**src/rtl/pll_cfg_pkg.sv**
```systemverilog
// Package: shared widths, divider field record and frame unpacking helpers
// for the synthesizer serial programming front end.
// Assumes a 21-bit frame held with first-received bit B0 at index 20.
package pll_cfg_pkg;

    parameter int PRIM_W = 21;
    parameter int OPT_W  = 8;
    parameter int R_W    = 6;
    parameter int M_W    = 9;
    parameter int A_W    = 4;
    parameter int K_W    = 18;

    localparam int ADDR_BIT = 0;
    localparam int K_LSB    = PRIM_W - K_W;

    typedef struct packed {
        logic [R_W-1:0] r;
        logic [M_W-1:0] m;
        logic [A_W-1:0] a;
        logic           pre;
    } div_fields_t;

    // Split a divider frame; bit index = 20 - Bn.
    function automatic div_fields_t div_of(input logic [PRIM_W-1:0] f);
        div_fields_t d;
        d.r   = {f[20], f[19], f[8:5]};
        d.m   = {f[18], f[17], f[15:9]};
        d.pre = f[16];
        d.a   = f[4:1];
        return d;
    endfunction

    // Take the fractional word from the top of the frame.
    function automatic logic [K_W-1:0] frac_of(input logic [PRIM_W-1:0] f);
        return f[PRIM_W-1:K_LSB];
    endfunction

endpackage

```
**src/rtl/pll_cfg_sync.sv**
```systemverilog
// Module: two-flop synchronizer plus one delay stage per channel, giving
// synchronized levels and single-cycle rise and fall pulses.
// Assumes each input channel is an asynchronous, slowly toggling level.
module pll_cfg_sync #(
    parameter int W = 4
) (
    input  logic         clk,
    input  logic         rst_n,
    input  logic [W-1:0] din,
    output logic [W-1:0] lvl,
    output logic [W-1:0] rise,
    output logic [W-1:0] fall
);
    logic [W-1:0] meta_q, sync_q, prev_q;

    // Capture, settle and delay each channel.
    always_ff @(posedge clk) begin
        if (!rst_n) begin
            meta_q <= '0;
            sync_q <= '0;
            prev_q <= '0;
        end else begin
            meta_q <= din;
            sync_q <= meta_q;
            prev_q <= sync_q;
        end
    end

    // Edge pulses per channel.
    for (genvar i = 0; i < W; i++) begin : g_edge
        assign rise[i] =  sync_q[i] & ~prev_q[i];
        assign fall[i] = ~sync_q[i] &  prev_q[i];
    end

    assign lvl = sync_q;

endmodule

```
**src/rtl/pll_cfg_shift.sv**
```systemverilog
// Module: enabled serial-in shift register. MSB_FIRST=1 inserts at bit 0 so
// the first bit ends at the top; MSB_FIRST=0 inserts at the top so the first
// bit ends at bit 0. Assumes shift_en is a single-cycle pulse per bit.
module pll_cfg_shift #(
    parameter int W         = 21,
    parameter bit MSB_FIRST = 1'b1
) (
    input  logic         clk,
    input  logic         rst_n,
    input  logic         shift_en,
    input  logic         bit_in,
    output logic [W-1:0] q
);
    logic [W-1:0] nxt;

    // Pick the insertion end.
    if (MSB_FIRST) begin : g_left
        assign nxt = {q[W-2:0], bit_in};
    end else begin : g_right
        assign nxt = {bit_in, q[W-1:1]};
    end

    // Advance one place per enabled cycle.
    always_ff @(posedge clk) begin
        if (!rst_n)        q <= '0;
        else if (shift_en) q <= nxt;
    end

    p_shift_hold_r11: assert property (@(posedge clk) disable iff (!rst_n)
        !shift_en |=> $stable(q))
        else $error("shift register moved without an enable");

endmodule

```
**src/rtl/pll_cfg_optreg.sv**
```systemverilog
// Module: option control register with its own shift path, a shadow copy
// committed on request and an active-low output gate.
// Assumes commit is a single-cycle pulse from the enable's falling edge.
module pll_cfg_optreg
    import pll_cfg_pkg::*;
(
    input  logic             clk,
    input  logic             rst_n,
    input  logic             shift_en,
    input  logic             bit_in,
    input  logic             commit,
    input  logic             gate_n,
    output logic [OPT_W-1:0] ctrl
);
    logic [OPT_W-1:0] shadow_q, held_q;

    pll_cfg_shift #(.W(OPT_W), .MSB_FIRST(1'b0)) u_opt_shift (
        .clk      (clk),
        .rst_n    (rst_n),
        .shift_en (shift_en),
        .bit_in   (bit_in),
        .q        (shadow_q)
    );

    // Copy the shifted bits into the held copy on commit.
    always_ff @(posedge clk) begin
        if (!rst_n)      held_q <= '0;
        else if (commit) held_q <= shadow_q;
    end

    assign ctrl = gate_n ? '0 : held_q;

    p_commit_only_r7: assert property (@(posedge clk) disable iff (!rst_n)
        !commit |=> $stable(held_q))
        else $error("option copy changed without commit");

    p_gate_r8: assert property (@(posedge clk) disable iff (!rst_n)
        gate_n |-> (ctrl == '0))
        else $error("option bits visible while gated");

endmodule

```
**src/rtl/pll_serial_cfg.sv**
```systemverilog
// Module: top of the serial programming front end. Synchronizes the serial
// lines, fills the shared primary frame, steers it on the strobe by its
// address bit, runs the option register and muxes in direct-mode pins.
// Assumes direct_in, opt_gate_n_in and the pin_* buses are quasi-static.
module pll_serial_cfg
    import pll_cfg_pkg::*;
(
    input  logic             clk,
    input  logic             rst_n,
    input  logic             sclk_in,
    input  logic             sdata_in,
    input  logic             latch_in,
    input  logic             opt_en_in,
    input  logic             direct_in,
    input  logic             opt_gate_n_in,
    input  logic [R_W-1:0]   pin_r,
    input  logic [M_W-1:0]   pin_m,
    input  logic [A_W-1:0]   pin_a,
    input  logic             pin_pre_bypass,
    input  logic [K_W-1:0]   pin_k,
    output logic [R_W-1:0]   div_r,
    output logic [M_W-1:0]   div_m,
    output logic [A_W-1:0]   div_a,
    output logic             pre_bypass,
    output logic [K_W-1:0]   frac_k,
    output logic [OPT_W-1:0] opt_ctrl
);
    localparam int CH_SCLK  = 0;
    localparam int CH_DATA  = 1;
    localparam int CH_LATCH = 2;
    localparam int CH_OPT   = 3;
    localparam int CH_N     = 4;

    logic [CH_N-1:0] raw, lvl, rise, fall;
    logic            sclk_rise, latch_rise, opt_lvl, opt_fall, bit_s;
    logic            prim_shift, load_stb, to_frac;
    logic [PRIM_W-1:0] prim_q;
    div_fields_t     div_q, div_sel;
    logic [K_W-1:0]  k_q;
    logic            unused_edges;

    assign raw = {opt_en_in, latch_in, sdata_in, sclk_in};

    pll_cfg_sync #(.W(CH_N)) u_sync (
        .clk   (clk),
        .rst_n (rst_n),
        .din   (raw),
        .lvl   (lvl),
        .rise  (rise),
        .fall  (fall)
    );

    assign sclk_rise  = rise[CH_SCLK];
    assign latch_rise = rise[CH_LATCH];
    assign opt_lvl    = lvl[CH_OPT];
    assign opt_fall   = fall[CH_OPT];
    assign bit_s      = lvl[CH_DATA];
    assign unused_edges = &{1'b0, lvl[CH_SCLK], lvl[CH_LATCH], rise[CH_DATA],
                            rise[CH_OPT], fall[CH_SCLK], fall[CH_DATA], fall[CH_LATCH]};

    assign prim_shift = sclk_rise & ~opt_lvl & ~lvl[CH_LATCH];
    assign load_stb   = latch_rise & ~opt_lvl;
    assign to_frac    = prim_q[ADDR_BIT];

    pll_cfg_shift #(.W(PRIM_W), .MSB_FIRST(1'b1)) u_prim_shift (
        .clk      (clk),
        .rst_n    (rst_n),
        .shift_en (prim_shift),
        .bit_in   (bit_s),
        .q        (prim_q)
    );

    // Steer the frame into the divider or fractional holding register.
    always_ff @(posedge clk) begin
        if (!rst_n) begin
            div_q <= '0;
            k_q   <= '0;
        end else if (load_stb) begin
            if (to_frac) k_q   <= frac_of(prim_q);
            else         div_q <= div_of(prim_q);
        end
    end

    pll_cfg_optreg u_optreg (
        .clk      (clk),
        .rst_n    (rst_n),
        .shift_en (sclk_rise & opt_lvl),
        .bit_in   (bit_s),
        .commit   (opt_fall),
        .gate_n   (opt_gate_n_in),
        .ctrl     (opt_ctrl)
    );

    // Choose pin or serial values for the divider fields.
    always_comb begin
        div_sel = div_q;
        if (direct_in) begin
            div_sel.r   = pin_r;
            div_sel.m   = pin_m;
            div_sel.a   = pin_a;
            div_sel.pre = pin_pre_bypass;
        end
    end

    assign div_r      = div_sel.r;
    assign div_m      = div_sel.m;
    assign div_a      = div_sel.a;
    assign pre_bypass = div_sel.pre;
    assign frac_k     = direct_in ? pin_k : k_q;

    p_div_hold_r5: assert property (@(posedge clk) disable iff (!rst_n)
        !(load_stb && !to_frac) |=> $stable(div_q))
        else $error("divider register changed without a divider load");

    p_k_hold_r5: assert property (@(posedge clk) disable iff (!rst_n)
        !(load_stb && to_frac) |=> $stable(k_q))
        else $error("fractional register changed without a fractional load");

    p_strobe_ignored_r10: assert property (@(posedge clk) disable iff (!rst_n)
        (latch_rise && opt_lvl) |=> ($stable(div_q) && $stable(k_q)))
        else $error("strobe acted while option enable high");

endmodule

```
**config.mk**
```make
export PLATFORM = sky130hd
export DESIGN_NAME = pll_serial_cfg
export DESIGN_NICKNAME = d
export VERILOG_FILES = /design/src/rtl/pll_cfg_pkg.sv /design/src/rtl/pll_cfg_sync.sv /design/src/rtl/pll_cfg_shift.sv /design/src/rtl/pll_cfg_optreg.sv /design/src/rtl/pll_serial_cfg.sv
export SDC_FILE = /design/constraint.sdc
export NUM_CORES = 1
export LEC_CHECK = 0
export CAP_MARGIN = 20
export CORE_MARGIN = 5
export CORE_UTILIZATION = 52
export DETAILED_ROUTE_END_ITERATION = 6
export PLACE_DENSITY = 0.87
export SETUP_SLACK_MARGIN = 0.1
export SYNTH_ARGS = -nofsm -noshare
export SYNTH_HDL_FRONTEND = slang
export SYNTH_SLANG_ARGS = --single-unit
```
**constraint.sdc**
```tcl
create_clock -name clk -period 2.5 [get_ports clk]
set_input_delay 0.5 -clock clk [delete_from_list [all_inputs] [get_ports clk]]
set_output_delay 0.5 -clock clk [all_outputs]
set_load 0.005 [all_outputs]
```
Yosys cells after proc, flatten, opt, wreduce, memory -nomap -nowiden
Cells that the tools add are included.
- register bits after elaboration: 87
- latch bits: 0
- RAM bits: 0
- memory bits (read-only): 0
- input port bits: 46
- output and inout bits: 46
- logic and storage cells: 28
- memories: 0
- $add $sub $neg: 0
- multiply operators: 0
- div/mod/pow operators: 0
- $lt $le $gt $ge: 0
- equal/unequal tests: 0
- shift-type cells: 0
- muxes and demuxes: 3
- bitwise gates (word level): 12
- reduce and logical (&&, ||, !) cells: 2
- operators by type and width (kind ; count):
    $mux 20 ; 1
    $mux 18 ; 1
    $mux 8 ; 1
    $and 1x1->1 ; 7
    $not 1->1 ; 5
    $reduce_and 2->1 ; 2

Logic depth before layout (Yosys ltp)
- depth in word-level cells: 4
- depth in mapped cells: 5
- mapped depth without buffers: 3

Cells and area by module
A second synthesis with hierarchy kept.
- cell total of the unflattened synthesis: 350
- area total of the unflattened synthesis: 3792.4 um^2
- modules (own cells, without submodules) (module ; instances ; cells an instance ; area an instance (um^2) ; sequential area each (um^2)):
    pll_serial_cfg ; 1 ; 191 ; 1931.9 ; 760.7
    pll_cfg_shift (u_prim_shift) ; 1 ; 68 ; 820.8 ; 420.4
    pll_cfg_sync ; 1 ; 33 ; 386.6 ; 240.2
    pll_cfg_optreg ; 1 ; 33 ; 351.6 ; 160.2
    pll_cfg_shift (u_optreg.u_opt_shift) ; 1 ; 25 ; 301.5 ; 160.2

Least setup slack after synthesis
Ideal clock, no wire load.
- path kind: input to output
- start: in direct_in
- end: out div_a[0]
- arrival time: 1.264 ns
- data required time: 2.000 ns
- setup slack: 0.736 ns
- stages on the path: 3
- buffers on the path: 2
- path through: buf_2 > buf_2 > mux2_2
- word-level cells in the longest chain between the ends: 1
- ends and longest elaborated chain (element ; line ; source):
    from (decl) ; pll_serial_cfg.sv:14 ; input logic direct_in,
    $mux 20 ; pll_serial_cfg.sv:97 ; if (direct_in) begin
    to (decl) ; pll_serial_cfg.sv:23 ; output logic [A_W-1:0] div_a,
No other way between the ends.

Worst setup path in the final report
- start: in opt_gate_n_in
- end: out opt_ctrl[3]
- word-level cells in the longest chain between the ends: 1
- ends and longest elaborated chain (element ; line ; source):
    from (decl) ; pll_serial_cfg.sv:15 ; input logic opt_gate_n_in,
    $mux 8 ; pll_cfg_optreg.sv:31 ; assign ctrl = gate_n ? '0 : held_q;
    to (decl) ; pll_serial_cfg.sv:26 ; output logic [OPT_W-1:0] opt_ctrl
No other way between the ends.

==> summary.txt <==
status: finished, final reports clean
H-tree Lvls: 3
top post-synthesis cells by area: dfxtp_1 (48%), mux2_2 (12%), nand3_1 (6.6%)
leak pwr: 1.70 nW
Logic pwr share: 0.092
Reg clk slew, reported paths: 80 ps
hold_buf cts: 0
final WL: 7.67 mm
drt wl/cell: 14.7 µm
NetSw: 0.579 mW
Power Density: 589 nW/µm²
Post-Synthesis Cells: 358
design area: 4720 µm²
clk buf depth: 2
CTS tree: done
area delta synth->final: 31.9%
commonest non-fill, non-tap cell in the layout: clkdlybuf4s50_1
row cnt: 30
Overflow after GRT: 0
number of diodes: 0
Mapped Nets: 404
Finish-stage setup viols: 0
worst-path maximum fanout: 8
Period minus WS final: 2230 ps
Pint: 2.20 mW
Hold Path Class: reg -> reg
Synth Area per Inst: 10.0 µm²
die width: 93.0 µm
Worst VDD drop: 357 µV
area of the core: 6760 µm²
CTS root buf: clkbuf_8
Port Buf Inserts: 91
worst-margin pin slew: 685 ps
final core utilization: 0.699
dpl ws: 262 ps
largest net degree at the start of global routing: 43
maxcap violations: 0
nature of the critical path startpoint: input pin
Post-Synthesis Cell Area: 3580 µm²
Clk pwr share: 0.411
Slew Viols, Final: 0
yosys warns: 0
final count of hold timing violations: 0
DRT Pass-1 Iters: 5
total negative slack: 0 ps
final period utilization: 0.890
cts bufs inserted: 9
crit end category: output port
Reg power frac: 0.496
initial antenna violation count: 0
#FFs+latches synth: 86
initial DRC count: 123
Max Freq: 449 MHz
Die Y: 93.0 µm
DRT antenna net count: 0
hpwl dp: 5.33 mm
Yosys top cell by area: dfxtp_1
Fin Hold WS: 435 ps
layout cells sized above 1: 0.238
sequential fraction of the synthesis area: 0.481
post-synth top area share: 0.481
I/O pin count: 92
worst skew pair latency: 350 ps
worst setup margin: 275 ps
# DRC: 0
vias in the first global route: 2734
CP required: 2000 ps
GR Util All Layers: 0.182
vias per std cell: 5.44
post_cts resized: 0
Vias: 2832
Final Skew: 7.40 ps
clk sinks: 86
max_slew headroom: 0.543
sw frac: 0.208
synth unique cells: 21
RSZ-0062 raised after global routing: false
Die ar.: 8640 µm²
most frequent cells in the layout: clkdlybuf4s50_1 (89), dfxtp_1 (86), nand3_1 (47), o21ai_0 (46), mux2_2 (38)
Final #Nets: 482
routability cong.: 0.730
Area after DPL: 4490 µm²
Initial Util: 0.530
post-CTS setup buffer count: 0
global-route wire length before repair: 12.7 mm
WP data arrival: 1730 ps
Setup CP Type: in -> out
-- power groups by stage --
stage,clock network [mW],registers (mW),logic (mW)
2_1_floorplan,0,1.41,0.117
3_3_place_gp,0,1.41,0.252
3_5_place_dp,0,1.41,0.258
4_1_cts,1.16,1.38,0.260
5_1_grt,1.22,1.38,0.275
6_report,1.14,1.38,0.257
-- final timing paths --
| path | start | end | slack (ps) | depth (start not counted) |
|---|---|---|---|---|
| max reg2reg | u_sync.lvl[3] | div_q[13] | 870 | 3 |
| min reg2reg | u_sync.meta_q[1] | u_sync.lvl[1] | 440 | 1 |
| min | u_sync.meta_q[1] | u_sync.lvl[1] | 440 | 1 |
| max | opt_gate_n_in | opt_ctrl[3] | 270 | 3 |
-- registers in the layout (all words and copies together), names as in the netlist --
signal	count
u_optreg.held_q	8
u_sync.prev_q	3
u_sync.lvl	4
u_prim_shift.q	21
div_q	20
k_q	18
u_sync.meta_q	4
u_optreg.u_opt_shift.q	8
-- stage by stage --
step	total power, mW	cells
floorplan	1.53	358
global placement	1.66	505
detailed placement	1.67	505
CTS	2.80	521
global route	2.87	521
finish	2.78	521
-- worst max-delay path: stages --
cell             delay, ps
clkdlybuf4s50_1        530
nor2b_1                170
clkdlybuf4s50_1        520
-- synth_stat cells, drive strengths merged --
library cell  number
nand3b             1
mux2              38
nor4b              1
buf               19
mux2i              8
o21ai             67
nand2             29
or4b               1
nand4bb            1
nand2b             1
and2              11
nor2b             16
dfxtp             86
clkbuf            12
nand3             67
-- cells by family after synthesis --
family / share of synthesized area
buf+inv: 0.0454
flops: 0.481
compound gates: 0.115
simple gates: 0.217
mux: 0.142
-- metal layers --
layer  wire, µm  up-vias  GRT usage  part of all wire
met3        358       11     0.0346             0.047
met4        117        0     0.0733             0.015
met2       3920       79      0.318              0.51
li1           -     1414          -                 -
met1       3270     1328      0.220              0.43
met5          0        -          0                 0
-- layout make-up --
class                      instances  area (µm²)
clock buffer                      10         128
clock inverter                     6         109
tap                               80         100
sequential                        86        1720
fill                             504        2030
multi-input combinational        241        1700
timing repair buffer              98         968
No activity file was read; power rests on OpenSTA's default activity.
